[config.mk]
export PLATFORM = sky130hd
export DESIGN_NAME = streamMatcher
export DESIGN_NICKNAME = d
export VERILOG_FILES = /design/src/rtl/streamMatchPkg.sv /design/src/rtl/charClassPlanes.sv /design/src/rtl/streamCtrl.sv /design/src/rtl/streamMatchCore.sv /design/src/rtl/streamMatcher.sv
export SDC_FILE = /design/constraint.sdc
export NUM_CORES = 1
export LEC_CHECK = 0
export BUFFER_PORTS_ARGS = -buffer_cell sky130_fd_sc_hd__buf_2
export CORE_AREA = 2 2 114 116
export DETAILED_ROUTE_END_ITERATION = 10
export DIE_AREA = 0 0 116 118
export PLACE_DENSITY = 0.72
export REMOVE_ABC_BUFFERS = 1
export SYNTH_ARGS = -nofsm -noshare
export SYNTH_HDL_FRONTEND = slang
export SYNTH_SLANG_ARGS = --single-unit
[constraint.sdc]
create_clock -name clk -period 6.8 [get_ports clk]
set_input_delay 1.36 -clock clk [delete_from_list [all_inputs] [get_ports clk]]
set_output_delay 1.36 -clock clk [all_outputs]
set_load 0.005 [all_outputs]
[src/rtl/streamMatchPkg.sv]
package streamMatchPkg;
  localparam int CHAR_W = 8;

  typedef struct packed {
    logic load;   // accept the block and update history
    logic fresh;  // treat history as empty for this block
  } stepCtl_t;
endpackage

[src/rtl/charClassPlanes.sv]
module charClassPlanes #(
  parameter int W = 32
) (
  input  logic [W*streamMatchPkg::CHAR_W-1:0] bytesIn,
  output logic [W-1:0]                        aPlane,
  output logic [W-1:0]                        zPlane,
  output logic [W-1:0]                        digitPlane
);
  localparam int CW = streamMatchPkg::CHAR_W;

  logic [CW-1:0][W-1:0] basis;

  for (genvar bitIdx = 0; bitIdx < CW; bitIdx++) begin : gPlane
    for (genvar pos = 0; pos < W; pos++) begin : gPos
      assign basis[bitIdx][pos] = bytesIn[pos*CW + bitIdx];
    end
  end

  // 0x61 = 0110_0001
  assign aPlane = ~basis[7] & basis[6] & basis[5] & ~basis[4]
                & ~basis[3] & ~basis[2] & ~basis[1] & basis[0];
  // 0x7A = 0111_1010
  assign zPlane = ~basis[7] & basis[6] & basis[5] & basis[4]
                & basis[3] & ~basis[2] & basis[1] & ~basis[0];
  // 0x30..0x39: high nibble 0011, low nibble 0..9
  assign digitPlane = ~basis[7] & ~basis[6] & basis[5] & basis[4]
                    & (~basis[3] | (~basis[2] & ~basis[1]));
endmodule

[src/rtl/streamCtrl.sv]
module streamCtrl (
  input  logic                      clk,
  input  logic                      rstN,
  input  logic                      inValid,
  input  logic                      inStart,
  output streamMatchPkg::stepCtl_t  ctl,
  output logic                      outValid
);
  always_comb begin
    ctl.load  = inValid;
    ctl.fresh = inValid & inStart;
  end

  always_ff @(posedge clk or negedge rstN) begin
    if (!rstN) outValid <= 1'b0;
    else       outValid <= inValid;
  end
endmodule

[src/rtl/streamMatchCore.sv]
module streamMatchCore #(
  parameter int W = 32
) (
  input  logic                     clk,
  input  logic                     rstN,
  input  streamMatchPkg::stepCtl_t ctl,
  input  logic [W-1:0]             aPlane,
  input  logic [W-1:0]             zPlane,
  input  logic [W-1:0]             digitPlane,
  output logic [W-1:0]             matchPlane
);
  localparam int SUM_W = W + 1;

  logic carryA, carryStar, carryZ;
  logic effA, effStar, effZ;
  logic [W-1:0] m1, m2, hitZ, m3;
  logic [SUM_W-1:0] starSum;

  // history is dropped on a start-of-stream block
  assign effA    = ctl.fresh ? 1'b0 : carryA;
  assign effStar = ctl.fresh ? 1'b0 : carryStar;
  assign effZ    = ctl.fresh ? 1'b0 : carryZ;

  always_comb begin
    m1      = {aPlane[W-2:0], 1'b0} | {{(W-1){1'b0}}, effA};
    starSum = {1'b0, m1 & digitPlane} + {1'b0, digitPlane}
            + {{(SUM_W-1){1'b0}}, effStar};
    m2      = (starSum[W-1:0] ^ digitPlane) | m1;
    hitZ    = m2 & zPlane;
    m3      = {hitZ[W-2:0], 1'b0} | {{(W-1){1'b0}}, effZ};
  end

  always_ff @(posedge clk or negedge rstN) begin
    if (!rstN) begin
      carryA     <= 1'b0;
      carryStar  <= 1'b0;
      carryZ     <= 1'b0;
      matchPlane <= '0;
    end else if (ctl.load) begin
      carryA     <= aPlane[W-1];
      carryStar  <= starSum[W];
      carryZ     <= hitZ[W-1];
      matchPlane <= m3;
    end
  end
endmodule

[src/rtl/streamMatcher.sv]
module streamMatcher #(
  parameter int W = 32
) (
  input  logic                               clk,
  input  logic                               rstN,
  input  logic [W*streamMatchPkg::CHAR_W-1:0] inBytes,
  input  logic                               inValid,
  input  logic                               inStart,
  output logic [W-1:0]                       matchPlane,
  output logic                               outValid
);
  streamMatchPkg::stepCtl_t ctl;
  logic [W-1:0] aPlane, zPlane, digitPlane;

  streamCtrl uCtrl (
    .clk(clk), .rstN(rstN), .inValid(inValid), .inStart(inStart),
    .ctl(ctl), .outValid(outValid)
  );

  charClassPlanes #(.W(W)) uClass (
    .bytesIn(inBytes), .aPlane(aPlane), .zPlane(zPlane),
    .digitPlane(digitPlane)
  );

  streamMatchCore #(.W(W)) uCore (
    .clk(clk), .rstN(rstN), .ctl(ctl), .aPlane(aPlane),
    .zPlane(zPlane), .digitPlane(digitPlane), .matchPlane(matchPlane)
  );
endmodule

Yosys cells after proc, flatten, opt, wreduce, memory -nomap -nowiden
Index checks and enable logic that the tools add are counted.
W data, S select, Z words.

storage, ports and cells
  register bits = 36
  input bits = 260
  output and inout port bits = 33
  word-level logic and storage cells = 42

cells by class
  add/sub/neg operators = 2
  muxes and demuxes = 3
  bitwise logic cells = 32

operators with widths
  cell              count
  $and A32 B32 Y32  19
  $not A32 Y32      7
  $or A32 B1 Y32    2
  $or A32 B32 Y32   2
  $add A32 B32 Y33  1
  $add A33 B1 Y33   1
  $xor A32 B32 Y32  1
  $mux W1           3
  $and A1 B1 Y1     1

Depth between registers and ports, before layout
  depth in word-level cells = 16
  mapped depth = 15

Modules after synthesis
From an unflattened synthesis, not the netlist that was laid out.

second synthesis, totals
  cells, all modules = 648
  area total of the unflattened synthesis = 5,268.8 um2

by module, submodules not included
  module           instances  cells each  area each (um2)  seq. area each (um2)
  streamMatchCore  1          389         3,108.0          875.8
  charClassPlanes  1          256         2,122.0          0.0
  streamCtrl       1          3           38.8             25.0

Worst setup path after synthesis
No wires, ideal clock.

  path type = input port to flip-flop
  start = input inValid
  end = register uCore.matchPlane[29]
  setup time = 126 ps
  arrival = 3,964 ps
  setup slack = 2,710 ps
  stages on the path = 15
  path through = clkbuf_1 clkbuf_1 a21boi_0 ha_1 a31oi_1 inv_1 ha_1 a21oi_1 o21ai_0 a211oi_1 o2111ai_2 nand3_2 or4_4 a41oi_2 a221o_1

between the ends
  cells in the longest elaborated chain, start to end = 10

RTL lines
  item                  RTL line               text
  from (decl)           streamMatcher.sv:7     input logic inValid,
  $and A1 B1 Y1         streamCtrl.sv:11       ctl.fresh = inValid & inStart;
  $mux W1               streamMatchCore.sv:20  assign effA = ctl.fresh ? 1'b0 : carryA;
  $or A32 B1 Y32        streamMatchCore.sv:25  m1 = {aPlane[W-2:0], 1'b0} | {{(W-1){1'b0}}, effA};
  $and A32 B32 Y32      streamMatchCore.sv:26  starSum = {1'b0, m1 & digitPlane} + {1'b0, digitPlane}
  $add A32 B32 Y33      streamMatchCore.sv:26
  $add A33 B1 Y33       streamMatchCore.sv:27  + {{(SUM_W-1){1'b0}}, effStar};
  $xor A32 B32 Y32      streamMatchCore.sv:28  m2 = (starSum[W-1:0] ^ digitPlane) | m1;
  $or A32 B32 Y32       streamMatchCore.sv:28
  $and A32 B32 Y32      streamMatchCore.sv:29  hitZ = m2 & zPlane;
  $or A32 B1 Y32        streamMatchCore.sv:30  m3 = {hitZ[W-2:0], 1'b0} | {{(W-1){1'b0}}, effZ};
  to (signal assigned)  streamMatchCore.sv:43  matchPlane <= m3;
  to (decl)             streamMatchCore.sv:10  output logic [W-1:0] matchPlane

Parallel ways exist; a longest one is shown, timed or not.
A chain may end at the register's enable or synchronous reset.

Worst setup path in the final report
  start = input inValid
  end = register uCore.matchPlane[19]

Same word-level chain as after synthesis.

==> impl_metrics.sql <==
INSERT INTO impl_metrics (metric_group, metric, value, unit) VALUES
('outcome', 'run_status', 'finished, final reports clean', ''),
('power', 'p_leak', '2.76', 'nW'),
('yosys', 'proportion_of_netlist_area_held_by_the_largest_area_contributor', '20.0', '%'),
('clocking', 'ctsHoldBuffers', '0', ''),
('sta', 'finClkSkew', '0.00626', 'ns'),
('clocking', 'ctsLongestPathBuffers', '2', ''),
('yosys', 'main_combinational_cell_family_by_area_after_synthesis', 'simple AND/OR/NAND/NOR gates', ''),
('sta', 'hold_violations', '0', ''),
('yosys', 'post_synth_mux_area_share', '0', '%'),
('yosys', 'synth_area_leaders', 'dfrtp_1 (20%), nor4b_1 (7.0%), nand2_1 (6.1%), o21ai_0 (5.6%), nor4bb_1 (5.3%)', ''),
('worst_setup_path', 'critPathKind', 'in2reg', ''),
('clocking', 'cts_resized', '0', ''),
('place', 'place.detailed.hpwl', '14100', 'um'),
('sta', 'grt_setup_unrepaired', 'no', ''),
('yosys', 'async_reset_ff_share', '100', '%'),
('yosys', 'synth_enable_flop_cells', '0', ''),
('floorplan', 'top_level_ports', '293', ''),
('worst_setup_path', 'worstSetupStartpointType', 'input port', ''),
('yosys', 'synth_flop_cell', 'dfrtp_1', ''),
('clocking', 'cts_buffers', '5', ''),
('global_route', 'grt_pass1_vias', '5639', ''),
('clocking', 'clkSlewWorstSetupHoldPaths', '0.06', 'ns'),
('layout', 'n_antenna_cell', '0', ''),
('yosys', 'synth_most_common_cell', 'nand2_1', ''),
('layout', 'post_route_cells_drive_above_1_share', '37.8', '%'),
('sta', 'fin_worst_hold_slack', '0.467', 'ns'),
('floorplan', 'die_ar', '13700', 'um2'),
('power', 'pwr_density_cell', '98.6', 'nW/um2'),
('sta', 'slew_violations', '0', ''),
('route', 'drt-vias-per-instance', '5.59', ''),
('floorplan', 'floorplan.die.height', '118', 'um'),
('hold_path', 'min-delay-path-class', 'reg2reg', ''),
('yosys', 'synth_xor_xnor_area_share', '0.389', '%'),
('worst_setup_path', 'setup.worst_path.end_class', 'flip-flop', ''),
('layout', 'share_of_the_core_filled_with_cells_in_the_final_layout', '50.8', '%'),
('layout', 'area_growth_syn_to_layout', '39.9', '%'),
('floorplan', 'fp-row-count', '41', ''),
('clocking', 'cts_root_buf', 'clkbuf_16', ''),
('yosys', 'synth_commonest_cells', 'nand2_1 (73), o21ai_0 (50), dfrtp_1 (36), nor4b_1 (36), a21oi_1 (33)', ''),
('yosys', 'synth_top_cell_by_area', 'dfrtp_1', ''),
('yosys', 'yosysWarnings', '0', ''),
('route', 'num_vias', '5883', ''),
('sta', 'worst_relative_slew_slack', '40.4', '%'),
('clocking', 'clk-insertion-delay-late', '0.29', 'ns'),
('yosys', 'synth.ff_latch_count', '36', ''),
('worst_setup_path', 'worst_r2r_setup_slack', '3.51', 'ns'),
('route', 'wire_per_inst', '15.9', 'um'),
('place', 'pre_cts_ws', '2.18', 'ns'),
('yosys', 'synth-compound-area-share', '25.5', '%'),
('route', 'drt-pass1-iter-count', '4', ''),
('sta', 'timing.final.crit_share', '63.7', '%'),
('place', 'io_buffers', '292', ''),
('floorplan', 'fp.coreArea', '12400', 'um2'),
('global_route', 'grt_overflow', '0', ''),
('route', 'route.final.wire_length', '16800', 'um'),
('worst_setup_path', 'critical_path.max_fanout', '24', ''),
('flow_run', 'max_capacitance_violation_count', '0', ''),
('clocking', 'ctsHtreeMaxLevel', '2', ''),
('global_route', 'grt_max_degree', '49', ''),
('sta', 'post-route-min-period', '4.33', 'ns'),
('global_route', 'grt.total_usage', '23.2', '%'),
('yosys', 'synth.yosys.seq_area_share', '20.0', '%'),
('route', 'postRouteAntennaNets', '0', ''),
('sta', 'setup_ws', '2.47', 'ns'),
('clocking', 'clock-sinks', '36', ''),
('clocking', 'post-cts-setup-buffers', '0', ''),
('sta', 'f_max', '231', 'MHz'),
('route', 'detail_route.drc_violations', '0', ''),
('place', 'place_congestion', '0.925', ''),
('floorplan', 'initial_utilization', '36.3', '%'),
('yosys', 'synth-simple-area-share', '51.7', '%');
## cells by family after synthesis
kind of cell	Yosys count
and+or+nand+nor	356
buffers and inverters	23
xor gates and xnor gates	2
AOI/OAI and AO/OA	171
adders and majority gates	2
DFF	36
## through the flow
step	power [mW]	cell area, um2	std cells
after floorplan	0.272	4470	579
after global placement	0.384	6160	1045
after detailed placement	0.386	6160	1045
after CTS	0.627	6310	1053
after global routing	0.652	6310	1053
final	0.622	6310	1053
## worst paths after layout
kind,start,endpoint,cells after the start
max reg2reg,uCore.carryA,uCore.matchPlane[19],14
min in group asynchronous,rstN,uCore.matchPlane[6],1
min,uCore.matchPlane[6],uCore.matchPlane[6],2
min reg2reg,uCore.matchPlane[6],uCore.matchPlane[6],2
max in group asynchronous,rstN,uCore.matchPlane[23],1
max,inValid,uCore.matchPlane[19],15
## critical path: stages
cell       delay [ns]
buf_2            0.30
a21boi_0         0.40
nor2_1           0.10
ha_1             0.19
a31oi_1          0.18
inv_1            0.07
ha_1             0.19
a21oi_1          0.14
o21ai_0          0.10
a211oi_1         0.40
o2111ai_2        0.22
a31oi_1          0.32
o311ai_0         0.21
nor4b_1          0.18
nand2b_1         0.13
## report_power, final
part	leakage (nW)	internal (mW)	total [mW]	switching, mW
clock	0.0766	0.145	0.239	0.0947
combinational	2.18	0.0864	0.168	0.0816
sequential	0.501	0.215	0.215	0.000112
## cell usage in the layout (no fill, tap or decap), types with 9 or more instances in the layout
| cell type | instances |
|---|---|
| a21o_1 | 9 |
| nand2_1 | 73 |
| nor4b_1 | 36 |
| nand2b_1 | 15 |
| nor2b_1 | 18 |
| a21oi_1 | 33 |
| nand3_1 | 17 |
| nor4bb_1 | 24 |
| buf_2 | 292 |
| nand4b_1 | 22 |
| nor3_1 | 20 |
| a22o_1 | 10 |
| inv_1 | 11 |
| nor2_1 | 30 |
| dfrtp_1 | 36 |
| nand3b_1 | 17 |
| nand4_1 | 9 |
| o21a_1 | 15 |
| o21ai_0 | 50 |
| nor4_1 | 13 |
## cell type report
cell class | instances | area [um2]
clock inverters | 2 | 10.0
flip-flops and latches | 36 | 901
repair buffers | 294 | 1480
well taps | 172 | 215
clock buffers | 6 | 139
fillers | 1269 | 6110
multi-input cells | 531 | 3520
inverters | 12 | 45.0
## registers in the layout (all words and copies together), names as in the netlist
signal,cells
uCore.matchPlane,32
uCore.carryA,1
uCore.carryStar,1
uCore.carryZ,1
uCtrl.outValid,1
## layer usage
layer	up-vias	track usage (%)	routed length, um
met5	-	0	13
met4	2	6.85	302
met3	23	3.71	1140
met2	224	41.8	8100
met1	2691	28.0	7240
li1	2943	-	-
Power figures use the tool's default switching activity.
